[config.mk]
export PLATFORM = sky130hd
export DESIGN_NAME = sap_port
export DESIGN_NICKNAME = d
export VERILOG_FILES = /design/src/rtl/sap_pkg.sv /design/src/rtl/sap_sync.sv /design/src/rtl/sap_rx.sv /design/src/rtl/sap_tx.sv /design/src/rtl/sap_port.sv
export SDC_FILE = /design/constraint.sdc
export NUM_CORES = 1
export LEC_CHECK = 0
export CAP_MARGIN = 10
export CORE_MARGIN = 2
export CORE_UTILIZATION = 57
export DETAILED_ROUTE_END_ITERATION = 12
export PLACE_DENSITY = 0.84
export SLEW_MARGIN = 20
export SYNTH_ARGS = -nofsm -noshare
export SYNTH_HDL_FRONTEND = slang
export SYNTH_SLANG_ARGS = --single-unit
[constraint.sdc]
create_clock -name clk -period 3.7 [get_ports clk]
set_clock_uncertainty 0.1 [all_clocks]
set_input_delay 0.37 -clock clk [delete_from_list [all_inputs] [get_ports clk]]
set_output_delay 0.37 -clock clk [all_outputs]
set_load 0.005 [all_outputs]
[src/rtl/sap_pkg.sv]
package sap_pkg;
    parameter int unsigned SAMPLE_W = 16;
    parameter int unsigned RXREG_W  = 32;
    parameter int unsigned SLOTS    = 2;
    parameter int unsigned SYNC_STAGES = 2;
endpackage

[src/rtl/sap_sync.sv]
module sap_sync #(
    parameter int unsigned W      = 4,
    parameter int unsigned STAGES = 2,
    parameter logic [W-1:0] RST_VAL = '0
) (
    input  logic         clk,
    input  logic         rst_n,
    input  logic [W-1:0] async_in,
    output logic [W-1:0] sync_out
);
    logic [STAGES-1:0][W-1:0] stage_q;

    always_ff @(posedge clk or negedge rst_n) begin
        if (!rst_n) begin
            stage_q <= {STAGES{RST_VAL}};
        end else begin
            stage_q[0] <= async_in;
            for (int i = 1; i < STAGES; i++) begin
                stage_q[i] <= stage_q[i-1];
            end
        end
    end

    assign sync_out = stage_q[STAGES-1];
endmodule

[src/rtl/sap_rx.sv]
module sap_rx #(
    parameter int unsigned WORD_W = 16,
    parameter int unsigned REG_W  = 32,
    parameter int unsigned WORDS  = 2
) (
    input  logic clk,
    input  logic rst_n,
    input  logic bit_rise,
    input  logic fs_low,
    input  logic sd,
    input  logic rd,
    output logic [REG_W-1:0] word,
    output logic irq,
    output logic [$clog2(WORDS)-1:0] slot,
    output logic overrun
);
    localparam int unsigned FRAME_BITS = WORD_W * WORDS;
    localparam int unsigned CNT_W  = $clog2(FRAME_BITS);
    localparam int unsigned BIT_W  = $clog2(WORD_W);
    localparam int unsigned SLOT_W = $clog2(WORDS);
    localparam logic [CNT_W-1:0] LAST = CNT_W'(FRAME_BITS - 1);

    typedef struct packed {
        logic              active;
        logic [CNT_W-1:0]  cnt;
        logic [WORD_W-1:0] shift;
        logic [REG_W-1:0]  word;
        logic              irq;
        logic [SLOT_W-1:0] slot;
        logic              unread;
        logic              ovr;
    } rx_state_t;

    rx_state_t rx_d, rx_q;
    logic [WORD_W-1:0] shifted;

    always_comb begin
        rx_d     = rx_q;
        rx_d.irq = 1'b0;
        rx_d.ovr = 1'b0;
        shifted  = {rx_q.shift[WORD_W-2:0], sd};
        if (rd) begin
            rx_d.unread = 1'b0;
        end
        if (bit_rise) begin
            if (!rx_q.active) begin
                if (fs_low) begin
                    rx_d.active = 1'b1;
                    rx_d.cnt    = '0;
                end
            end else begin
                rx_d.shift = shifted;
                rx_d.cnt   = rx_q.cnt + 1'b1;
                if (rx_q.cnt[BIT_W-1:0] == '1) begin
                    rx_d.word   = {{(REG_W-WORD_W){shifted[WORD_W-1]}}, shifted};
                    rx_d.irq    = 1'b1;
                    rx_d.slot   = rx_q.cnt[CNT_W-1:BIT_W];
                    rx_d.ovr    = rx_q.unread && !rd;
                    rx_d.unread = 1'b1;
                    if (rx_q.cnt == LAST) begin
                        rx_d.active = 1'b0;
                    end
                end
            end
        end
    end

    always_ff @(posedge clk or negedge rst_n) begin
        if (!rst_n) rx_q <= '0;
        else        rx_q <= rx_d;
    end

    assign word    = rx_q.word;
    assign irq     = rx_q.irq;
    assign slot    = rx_q.slot;
    assign overrun = rx_q.ovr;

    assert_irq_single_R4: assert property (@(posedge clk) disable iff (!rst_n)
        rx_q.irq |=> !rx_q.irq);
    assert_ovr_with_irq_R5: assert property (@(posedge clk) disable iff (!rst_n)
        rx_q.ovr |-> rx_q.irq);
    assert_word_held_R9: assert property (@(posedge clk) disable iff (!rst_n)
        !rx_q.irq |-> $stable(rx_q.word));
endmodule

[src/rtl/sap_tx.sv]
module sap_tx #(
    parameter int unsigned WORD_W = 16,
    parameter int unsigned WORDS  = 2
) (
    input  logic clk,
    input  logic rst_n,
    input  logic bit_rise,
    input  logic fs_low,
    input  logic wr,
    input  logic [WORD_W-1:0] wdata,
    output logic sd,
    output logic underrun
);
    localparam int unsigned FRAME_BITS = WORD_W * WORDS;
    localparam int unsigned CNT_W = $clog2(FRAME_BITS);
    localparam int unsigned BIT_W = $clog2(WORD_W);
    localparam logic [CNT_W-1:0] LAST = CNT_W'(FRAME_BITS - 1);

    typedef struct packed {
        logic              active;
        logic [CNT_W-1:0]  cnt;
        logic [WORD_W-1:0] shift;
        logic [WORD_W-1:0] hold;
        logic              fresh;
        logic              unr;
    } tx_state_t;

    tx_state_t tx_d, tx_q;
    logic load;

    always_comb begin
        tx_d     = tx_q;
        tx_d.unr = 1'b0;
        load     = 1'b0;
        if (bit_rise) begin
            if (!tx_q.active) begin
                if (fs_low) begin
                    tx_d.active = 1'b1;
                    tx_d.cnt    = '0;
                    load        = 1'b1;
                end
            end else begin
                tx_d.cnt   = tx_q.cnt + 1'b1;
                tx_d.shift = tx_q.shift << 1;
                if (tx_q.cnt == LAST) begin
                    tx_d.active = 1'b0;
                end else if (tx_q.cnt[BIT_W-1:0] == '1) begin
                    load = 1'b1;
                end
            end
        end
        if (load) begin
            tx_d.shift = tx_q.hold;
            tx_d.unr   = !tx_q.fresh;
            tx_d.fresh = 1'b0;
        end
        if (wr) begin
            tx_d.hold  = wdata;
            tx_d.fresh = 1'b1;
        end
    end

    always_ff @(posedge clk or negedge rst_n) begin
        if (!rst_n) tx_q <= '0;
        else        tx_q <= tx_d;
    end

    assign sd       = tx_q.active & tx_q.shift[WORD_W-1];
    assign underrun = tx_q.unr;

    assert_underrun_in_frame_R7: assert property (@(posedge clk) disable iff (!rst_n)
        tx_q.unr |-> tx_q.active);
    assert_underrun_single_R7: assert property (@(posedge clk) disable iff (!rst_n)
        tx_q.unr |=> !tx_q.unr);
endmodule

[src/rtl/sap_port.sv]
module sap_port
    import sap_pkg::*;
#(
    parameter int unsigned WORD_W = SAMPLE_W,
    parameter int unsigned REG_W  = RXREG_W,
    parameter int unsigned WORDS  = SLOTS
) (
    input  logic                     clk,
    input  logic                     rst_n,
    input  logic                     bclk,
    input  logic                     rx_fs_n,
    input  logic                     tx_fs_n,
    input  logic                     adc_sd,
    output logic                     dac_sd,
    input  logic                     tx_wr,
    input  logic [WORD_W-1:0]        tx_data,
    input  logic                     rx_rd,
    output logic [REG_W-1:0]         rx_data,
    output logic                     rx_irq,
    output logic [$clog2(WORDS)-1:0] rx_slot,
    output logic                     rx_overrun,
    output logic                     tx_underrun
);
    logic [3:0] pins_s;
    logic bclk_s, rx_fs_s, tx_fs_s, adc_s;

    typedef struct packed {
        logic bclk_prev;
    } edge_state_t;

    edge_state_t edge_d, edge_q;
    logic bit_rise;

    sap_sync #(
        .W       (4),
        .STAGES  (SYNC_STAGES),
        .RST_VAL (4'b0110)
    ) i_sync (
        .clk      (clk),
        .rst_n    (rst_n),
        .async_in ({bclk, rx_fs_n, tx_fs_n, adc_sd}),
        .sync_out (pins_s)
    );

    assign {bclk_s, rx_fs_s, tx_fs_s, adc_s} = pins_s;

    always_comb begin
        edge_d           = edge_q;
        edge_d.bclk_prev = bclk_s;
        bit_rise         = bclk_s & ~edge_q.bclk_prev;
    end

    always_ff @(posedge clk or negedge rst_n) begin
        if (!rst_n) edge_q <= '0;
        else        edge_q <= edge_d;
    end

    sap_rx #(
        .WORD_W (WORD_W),
        .REG_W  (REG_W),
        .WORDS  (WORDS)
    ) i_rx (
        .clk      (clk),
        .rst_n    (rst_n),
        .bit_rise (bit_rise),
        .fs_low   (~rx_fs_s),
        .sd       (adc_s),
        .rd       (rx_rd),
        .word     (rx_data),
        .irq      (rx_irq),
        .slot     (rx_slot),
        .overrun  (rx_overrun)
    );

    sap_tx #(
        .WORD_W (WORD_W),
        .WORDS  (WORDS)
    ) i_tx (
        .clk      (clk),
        .rst_n    (rst_n),
        .bit_rise (bit_rise),
        .fs_low   (~tx_fs_s),
        .wr       (tx_wr),
        .wdata    (tx_data),
        .sd       (dac_sd),
        .underrun (tx_underrun)
    );

    assert_rise_single_R2: assert property (@(posedge clk) disable iff (!rst_n)
        bit_rise |=> !bit_rise);
endmodule

After elaboration in Yosys (flattened, before gate mapping)
Index checks and enable logic that the tools add are counted.
{ "op_classes": {"add_sub_neg": 2, "bitwise_logic": 3, "eq_ne": 6, "n_reduce_logical": 11, "n_mux": 21} }
{ "ops": {"columns": ["op", "count"], "rows": [
  ["16-bit 2-to-1 mux", 3],
  ["6-bit 2-to-1 mux", 4],
  ["4-bit 2-to-1 mux", 3],
  ["5-bit by 1-bit adder with 5-bit output, second input constant", 2],
  ["5-bit equality test, second input constant", 2],
  ["1-bit 2-to-1 mux", 10],
  ["4-bit equality test, second input constant", 2],
  ["2-bit AND reduction", 4],
  ["2-bit nonzero test", 3],
  ["2-bit by 1-bit inequality test with 1-bit output, second input constant", 2],
  ["3-bit AND reduction", 1],
  ["1-bit bitwise AND", 2],
  ["1-bit zero test", 2],
  ["2-bit 2-to-1 mux", 1],
  ["1-bit logical AND", 1],
  ["1-bit inverter", 1]
]} }
{ "totals": {"out_inout_bits": 37, "regBits": 90} }

Depth between registers and ports, before layout
{ "depth": {"word_depth": 7, "depth_mapped": 8} }

Hierarchy
Synthesis repeated with hierarchy kept, for this count alone.
{ "unflattened": {"hier_cells": 287, "hier_area_um2": 3865.0} }
{ "modules_own_cells": {"columns": ["mod", "cells_each", "n_inst", "area_per_inst_um2"], "rows": [
  ["sap_rx", 132, 1, 1849.3],
  ["sap_tx", 139, 1, 1734.2],
  ["sap_sync", 12, 1, 235.2],
  ["sap_port", 4, 1, 46.3]
]} }

Worst setup path before layout
No wires, ideal clock.
{ "synth_timing": {"path_type": "reg2reg", "from": "register i_tx.tx_q[34] in the netlist's numbering", "to": "register i_tx.tx_q[26] in the netlist's numbering", "arrival_time_ps": 1657, "path_stages_with_launch": 9, "t_required_ps": 3466, "path_slack_ps": 1809, "n_path_buf": 2, "period_less_slack_ps": 1891, "path_cell_list": "dfrtp_1 ha_1 and3_1 ha_1 and2b_1 buf_6 buf_8 mux2i_1 o21ai_0"} }
{ "synth_between": {"elab_chain_len": 7, "word_cells_on_any_way": 10} }
{ "synth_rtl": {"columns": ["element", "line", "source"], "rows": [
  ["from (decl)", "sap_tx.sv:28", "tx_state_t tx_d, tx_q;"],
  ["from (signal assigned)", "sap_tx.sv:65", "else tx_q <= tx_d;"],
  ["4-bit equality test", "sap_tx.sv:47", "end else if (tx_q.cnt[BIT_W-1:0] == '1) begin"],
  ["1-bit 2-to-1 mux", "sap_tx.sv:47", null],
  ["1-bit 2-to-1 mux *", "sap_tx.sv:45", "if (tx_q.cnt == LAST) begin"],
  ["1-bit 2-to-1 mux *", "sap_tx.sv:36", "if (!tx_q.active) begin"],
  ["1-bit 2-to-1 mux *", "sap_tx.sv:35", "if (bit_rise) begin"],
  ["2-bit nonzero test (no source line)", null, null],
  ["2-bit AND reduction (no source line)", null, null]
]} }
Mark *: on every way between the ends. The rest lies on a longest branch, timed or not.
A chain may end at the register's enable or synchronous reset.

Worst setup path in the final report
{ "layout_timing": {"from": "register i_tx.tx_q[34] in the netlist's numbering", "to": "register i_tx.tx_q[25] in the netlist's numbering"} }
The elaborated chain is that of the path after synthesis.

==> results.env <==
STATUS='completed'
CTS_POST_SETUP_BUFFERS_INSERTED=0
CLOCK_SINK_COUNT=90
SYNTH.AREA.TOP_CELLS='sky130_fd_sc_hd__dfrtp_1, sky130_fd_sc_hd__mux2_2, sky130_fd_sc_hd__buf_4'
FP-ROW-COUNT=30
TIMING.CRITICAL_PATH.TO_TYPE='register'
ANTENNA_LEFT=0
POWER_mW=2.82
DPL_WORST_SLACK_NS=1.28
SYNTH_WARNINGS=0
FINISH.CELL_COUNT_WITHOUT_FILLERS=400
YOSYSTOPAREACELLSHARE=0.551
CTS_REPAIR_RESIZE_COUNT=0
CRITICAL_PATH.SLOWEST_CELL='sky130_fd_sc_hd__and2b_1'
SYNTH_SIMPLE_GATE_AREA_SHARE=0.0436
GRT_FIRST_PASS_WIRELENGTH_UM=10800
SYNTH_TOP_FAMILY_BY_AREA='multiplexers'
FLOORPLAN.DIE.HEIGHT_UM=86.7
SYNTH_COMPOUND_AREA_FRAC=0.0792
FINAL.PERIOD_UTILIZATION=0.662
PORTBUFFERS=60
WORSTPATHMAXFANOUT=18
NUMBER_OF_STANDARD_CELLS_AFTER_SYNTHESIS=289
POST_ROUTE_CELLS_DRIVE_ABOVE_1_SHARE=0.228
AREA_GROWTH_SYN_TO_LAYOUT_PCT=14.3
TIGHTEST_SLEW_NS=0.946
TIMING.SLEW.HEADROOM=0.369
ANTENNA_CELLS_INSERTED=0
SYNTH_ADDER_AREA_SHARE=0.0160
GRT.OVERFLOW.TOTAL=0
CRIT_TYPE='register to register'
TOTAL_LEAKAGE_POWER_nW=2.03
ROUTEDLENGTHMET1_UM=2890
VIAS=2170
WL_FINAL_UM=6420
FINAL_PERIOD_MINUS_WORST_SETUP_SLACK_NS=2.45
SETUP.WORST_PATH.START_CLASS='register'
MAX_CLOCK_FREQ_MHz=408
VIAS_PER_CELL=5.43
CRITICAL-PATH-TOP-DELAY-FAMILY='simple AND/OR/NAND/NOR gates'
WORST_HOLD_SLACK_NS=0.0564
GLOBAL_ROUTING_USAGE_SUMMED_ACROSS_ALL_ROUTING_LAYERS=0.188
CLK_PIN_SLEW_NS=0.08
WORST_STAGE_DELAY_ON_THE_CRITICAL_PATH_NS=0.81
DIEWIDTH_UM=86.7
DESIGN.CORE.AREA_MM2=0.00672
CLOCK_TREE.BUFFER_DEPTH=2
ROUTABILITYCONGESTION=0.772
YOSYS.CELL_TYPES.COUNT=36
REG2REG_SLACK_NS=1.25
POST-DP-HPWL_UM=4100
MUX_CONTRIBUTION_TO_SYNTHESIZED_AREA=0.185
POST_CTS_HOLD_BUFFER_COUNT=0
SYNTHXORXNORAREAFRAC=0
GRT_START_MAX_NET_PINS=76
FIRST_GLOBAL_VIAS=2167
CRITPATHREQUIREDTIME_NS=3.82
R2R_CELLS=6
SYNTH_SEQ_CELLS=90
MAXUSEDROUTINGLAYER='met4'
CRIT_PATH_CELLS='ha_1 -> and3_1 -> ha_1 -> and2b_1 -> mux2i_1 -> o21ai_0'
DR.FIRST_ITER.DRC_COUNT=145
SETUP_VIOL=0
TNS_NS=0
CTS_TREE='done'
PLACEDCELLCOUNT=384
IOPINCOUNT=61
POST_ROUTE_DRC=0
HOLD_VIOL_FINAL=0
HTREEDEPTH=3
ROUTED-WL-MET2_UM=3190
SYNTH_NETS=318
INITIAL_STANDARD_CELL_UTILIZATION_OF_THE_CORE=0.581
CRITICAL_PATH.REG2REG.ENDPOINT='i_tx.tx_q[25]'
ANTENNA_FOUND_INITIAL=0
R2R-START='i_tx.tx_q[34]'
PWR_DENSITY_CELL_mW_PER_MM2=633
CTS_MADE_BUFFERS=9
DRT-PASS1-ITER-COUNT=4
NNETSFINAL=344
YS_SEQ_AREA_FRAC=0.578
NUMBER_OF_MAX_CAP_VIOLATIONS=0
SYN_AVG_CELL_AREA_UM2=13.5
WORST-ENDPOINT-ARRIVAL_NS=2.57
WORST-PATH-BUF-INV=0
HOLDCRITPATHCLASS='input pin to async pin'
MET3_WIRELENGTH_UM=168
CELL_TAKING_THE_MOST_AREA_AFTER_SYNTHESIS='sky130_fd_sc_hd__dfrtp_1'
FLOORPLAN.DIE_AREA_MM2=0.00752
ROUTED_WIRE_LENGTH_PER_INSTANCE_UM=16.0
POST_SYNTHESIS_INSTANCE_AREA_MM2=0.00390
FIN_WS_NS=1.25
SLEW_VIOL_FINAL=0
PEAKVDDDROP_V=0.000298
RSZ0062_AT_GRT='false'
CLKLATENCYLATEPIN_NS=0.35
CPMOSTUSEDCELL='sky130_fd_sc_hd__ha_1'
CTSROOTBUFFERMASTER='sky130_fd_sc_hd__clkbuf_8'
==> report_power, final <==
| part | internal [mW] | total, mW | leakage, nW | switching [mW] |
|---|---|---|---|---|
| Clock | 0.329 | 0.660 | 0.103 | 0.331 |
| Combinational | 0.443 | 0.723 | 0.816 | 0.281 |
| Sequential | 1.25 | 1.44 | 1.11 | 0.190 |
| Total | 2.02 | 2.82 | 2.03 | 0.802 |
==> cell families after synthesis <==
kind of cell / count (synthesis)
buffers and inverters: 53
adders and majority gates: 5
and+or+nand+nor: 25
AOI/OAI and AO/OA: 53
muxes: 63
DFF: 90
==> synth_stat cells (all sizes together) <==
cell type  number
nor2            2
o2bb2ai         1
o31ai           2
nand2b          5
clkbuf          5
inv             5
mux2i          16
mux2           47
nand3           3
and2            1
nor2b           2
a22o            2
nand2           2
nor4b           2
ha              5
dfrtp          86
a21oi           2
nand3b          2
a32o            3
o21ai          38
and3            3
dfstp           4
a21o            1
and2b           1
nor3            2
a211o           2
a31oi           2
buf            43
==> final cells by class <==
type	count	area [um^2]
fill	483	2260
sequential	90	2260
multi-input combinational	146	1270
timing repair buffer	63	621
clock buffer	11	141
tap	80	100
clock inverter	5	53.8
inverter	5	18.8
==> sequential cells by signal, summed over array words and instances, names as in the netlist <==
name,flops
i_tx.tx_q,39
i_rx.rx_q,22
i_rx.word,16
i_sync.stage_q,4
i_sync.sync_out,4
edge_q,1
i_rx.irq,1
i_rx.overrun,1
i_rx.slot,1
i_tx.underrun,1
==> worst register-to-register path: cells and delay by family (launching register included) <==
family	cells	cell delay, ns
adders and majority gates	2	0.40
DFF	1	0.40
and+or+nand+nor	2	1.01
AOI/OAI and AO/OA	1	0.12
muxes	1	0.28
==> layer usage <==
| layer | GRT usage | vias to the layer above |
|---|---|---|
| met5 | 0 | - |
| met4 | 0.111 | 0 |
| met3 | 0.0276 | 11 |
| met2 | 0.288 | 42 |
| met1 | 0.256 | 1081 |
| li1 | - | 1036 |
==> placed cells by master (no fill, tap or decap), types with 2 or more instances in the layout <==
master / netlist / final
sky130_fd_sc_hd__dfrtp_1: 86 / 86
sky130_fd_sc_hd__clkdlybuf4s50_1: 0 / 59
sky130_fd_sc_hd__mux2_2: 38 / 38
sky130_fd_sc_hd__o21ai_0: 35 / 35
sky130_fd_sc_hd__mux2i_1: 16 / 16
sky130_fd_sc_hd__clkbuf_8: 0 / 10
sky130_fd_sc_hd__mux2_4: 9 / 9
sky130_fd_sc_hd__inv_1: 5 / 5
sky130_fd_sc_hd__nand2b_1: 5 / 5
sky130_fd_sc_hd__ha_1: 5 / 5
sky130_fd_sc_hd__dfstp_2: 4 / 4
sky130_fd_sc_hd__buf_4: 36 / 4
sky130_fd_sc_hd__o21ai_1: 3 / 3
sky130_fd_sc_hd__and3_1: 3 / 3
sky130_fd_sc_hd__a32o_1: 3 / 3
sky130_fd_sc_hd__clkinv_2: 0 / 3
sky130_fd_sc_hd__nor3_1: 2 / 2
sky130_fd_sc_hd__nand3b_1: 2 / 2
sky130_fd_sc_hd__nand3_1: 2 / 2
sky130_fd_sc_hd__nor4b_1: 2 / 2
sky130_fd_sc_hd__a211o_1: 2 / 2
sky130_fd_sc_hd__a22o_1: 2 / 2
sky130_fd_sc_hd__a21oi_1: 2 / 2
sky130_fd_sc_hd__a31oi_1: 2 / 2
sky130_fd_sc_hd__o31ai_1: 2 / 2
sky130_fd_sc_hd__nand2_1: 2 / 2
==> through the flow <==
| stage | area (um^2) | utilization |
|---|---|---|
| 2_1_floorplan | 3900 | - |
| 3_3_place_gp | 4260 | 0.634 |
| 3_5_place_dp | 4260 | 0.634 |
| 4_1_cts | 4460 | 0.663 |
| 5_1_grt | 4460 | 0.664 |
| 6_report | 4460 | 0.664 |
==> how the worst max path moves through the flow <==
stage                   from            end  slack (ns)  cells after the start
2_1_floorplan  i_tx.tx_q[34]  i_tx.tx_q[26]        1.81                      8
3_3_place_gp   i_tx.tx_q[34]  i_tx.tx_q[32]        1.38                      6
3_5_place_dp   i_tx.tx_q[34]  i_tx.tx_q[29]        1.28                      6
4_1_cts        i_tx.tx_q[34]  i_tx.tx_q[25]        1.25                      6
5_1_grt        i_tx.tx_q[34]  i_tx.tx_q[28]        1.13                      6
6_report       i_tx.tx_q[34]  i_tx.tx_q[25]        1.25                      6
Note: power is estimated with default switching activity, not from simulation.
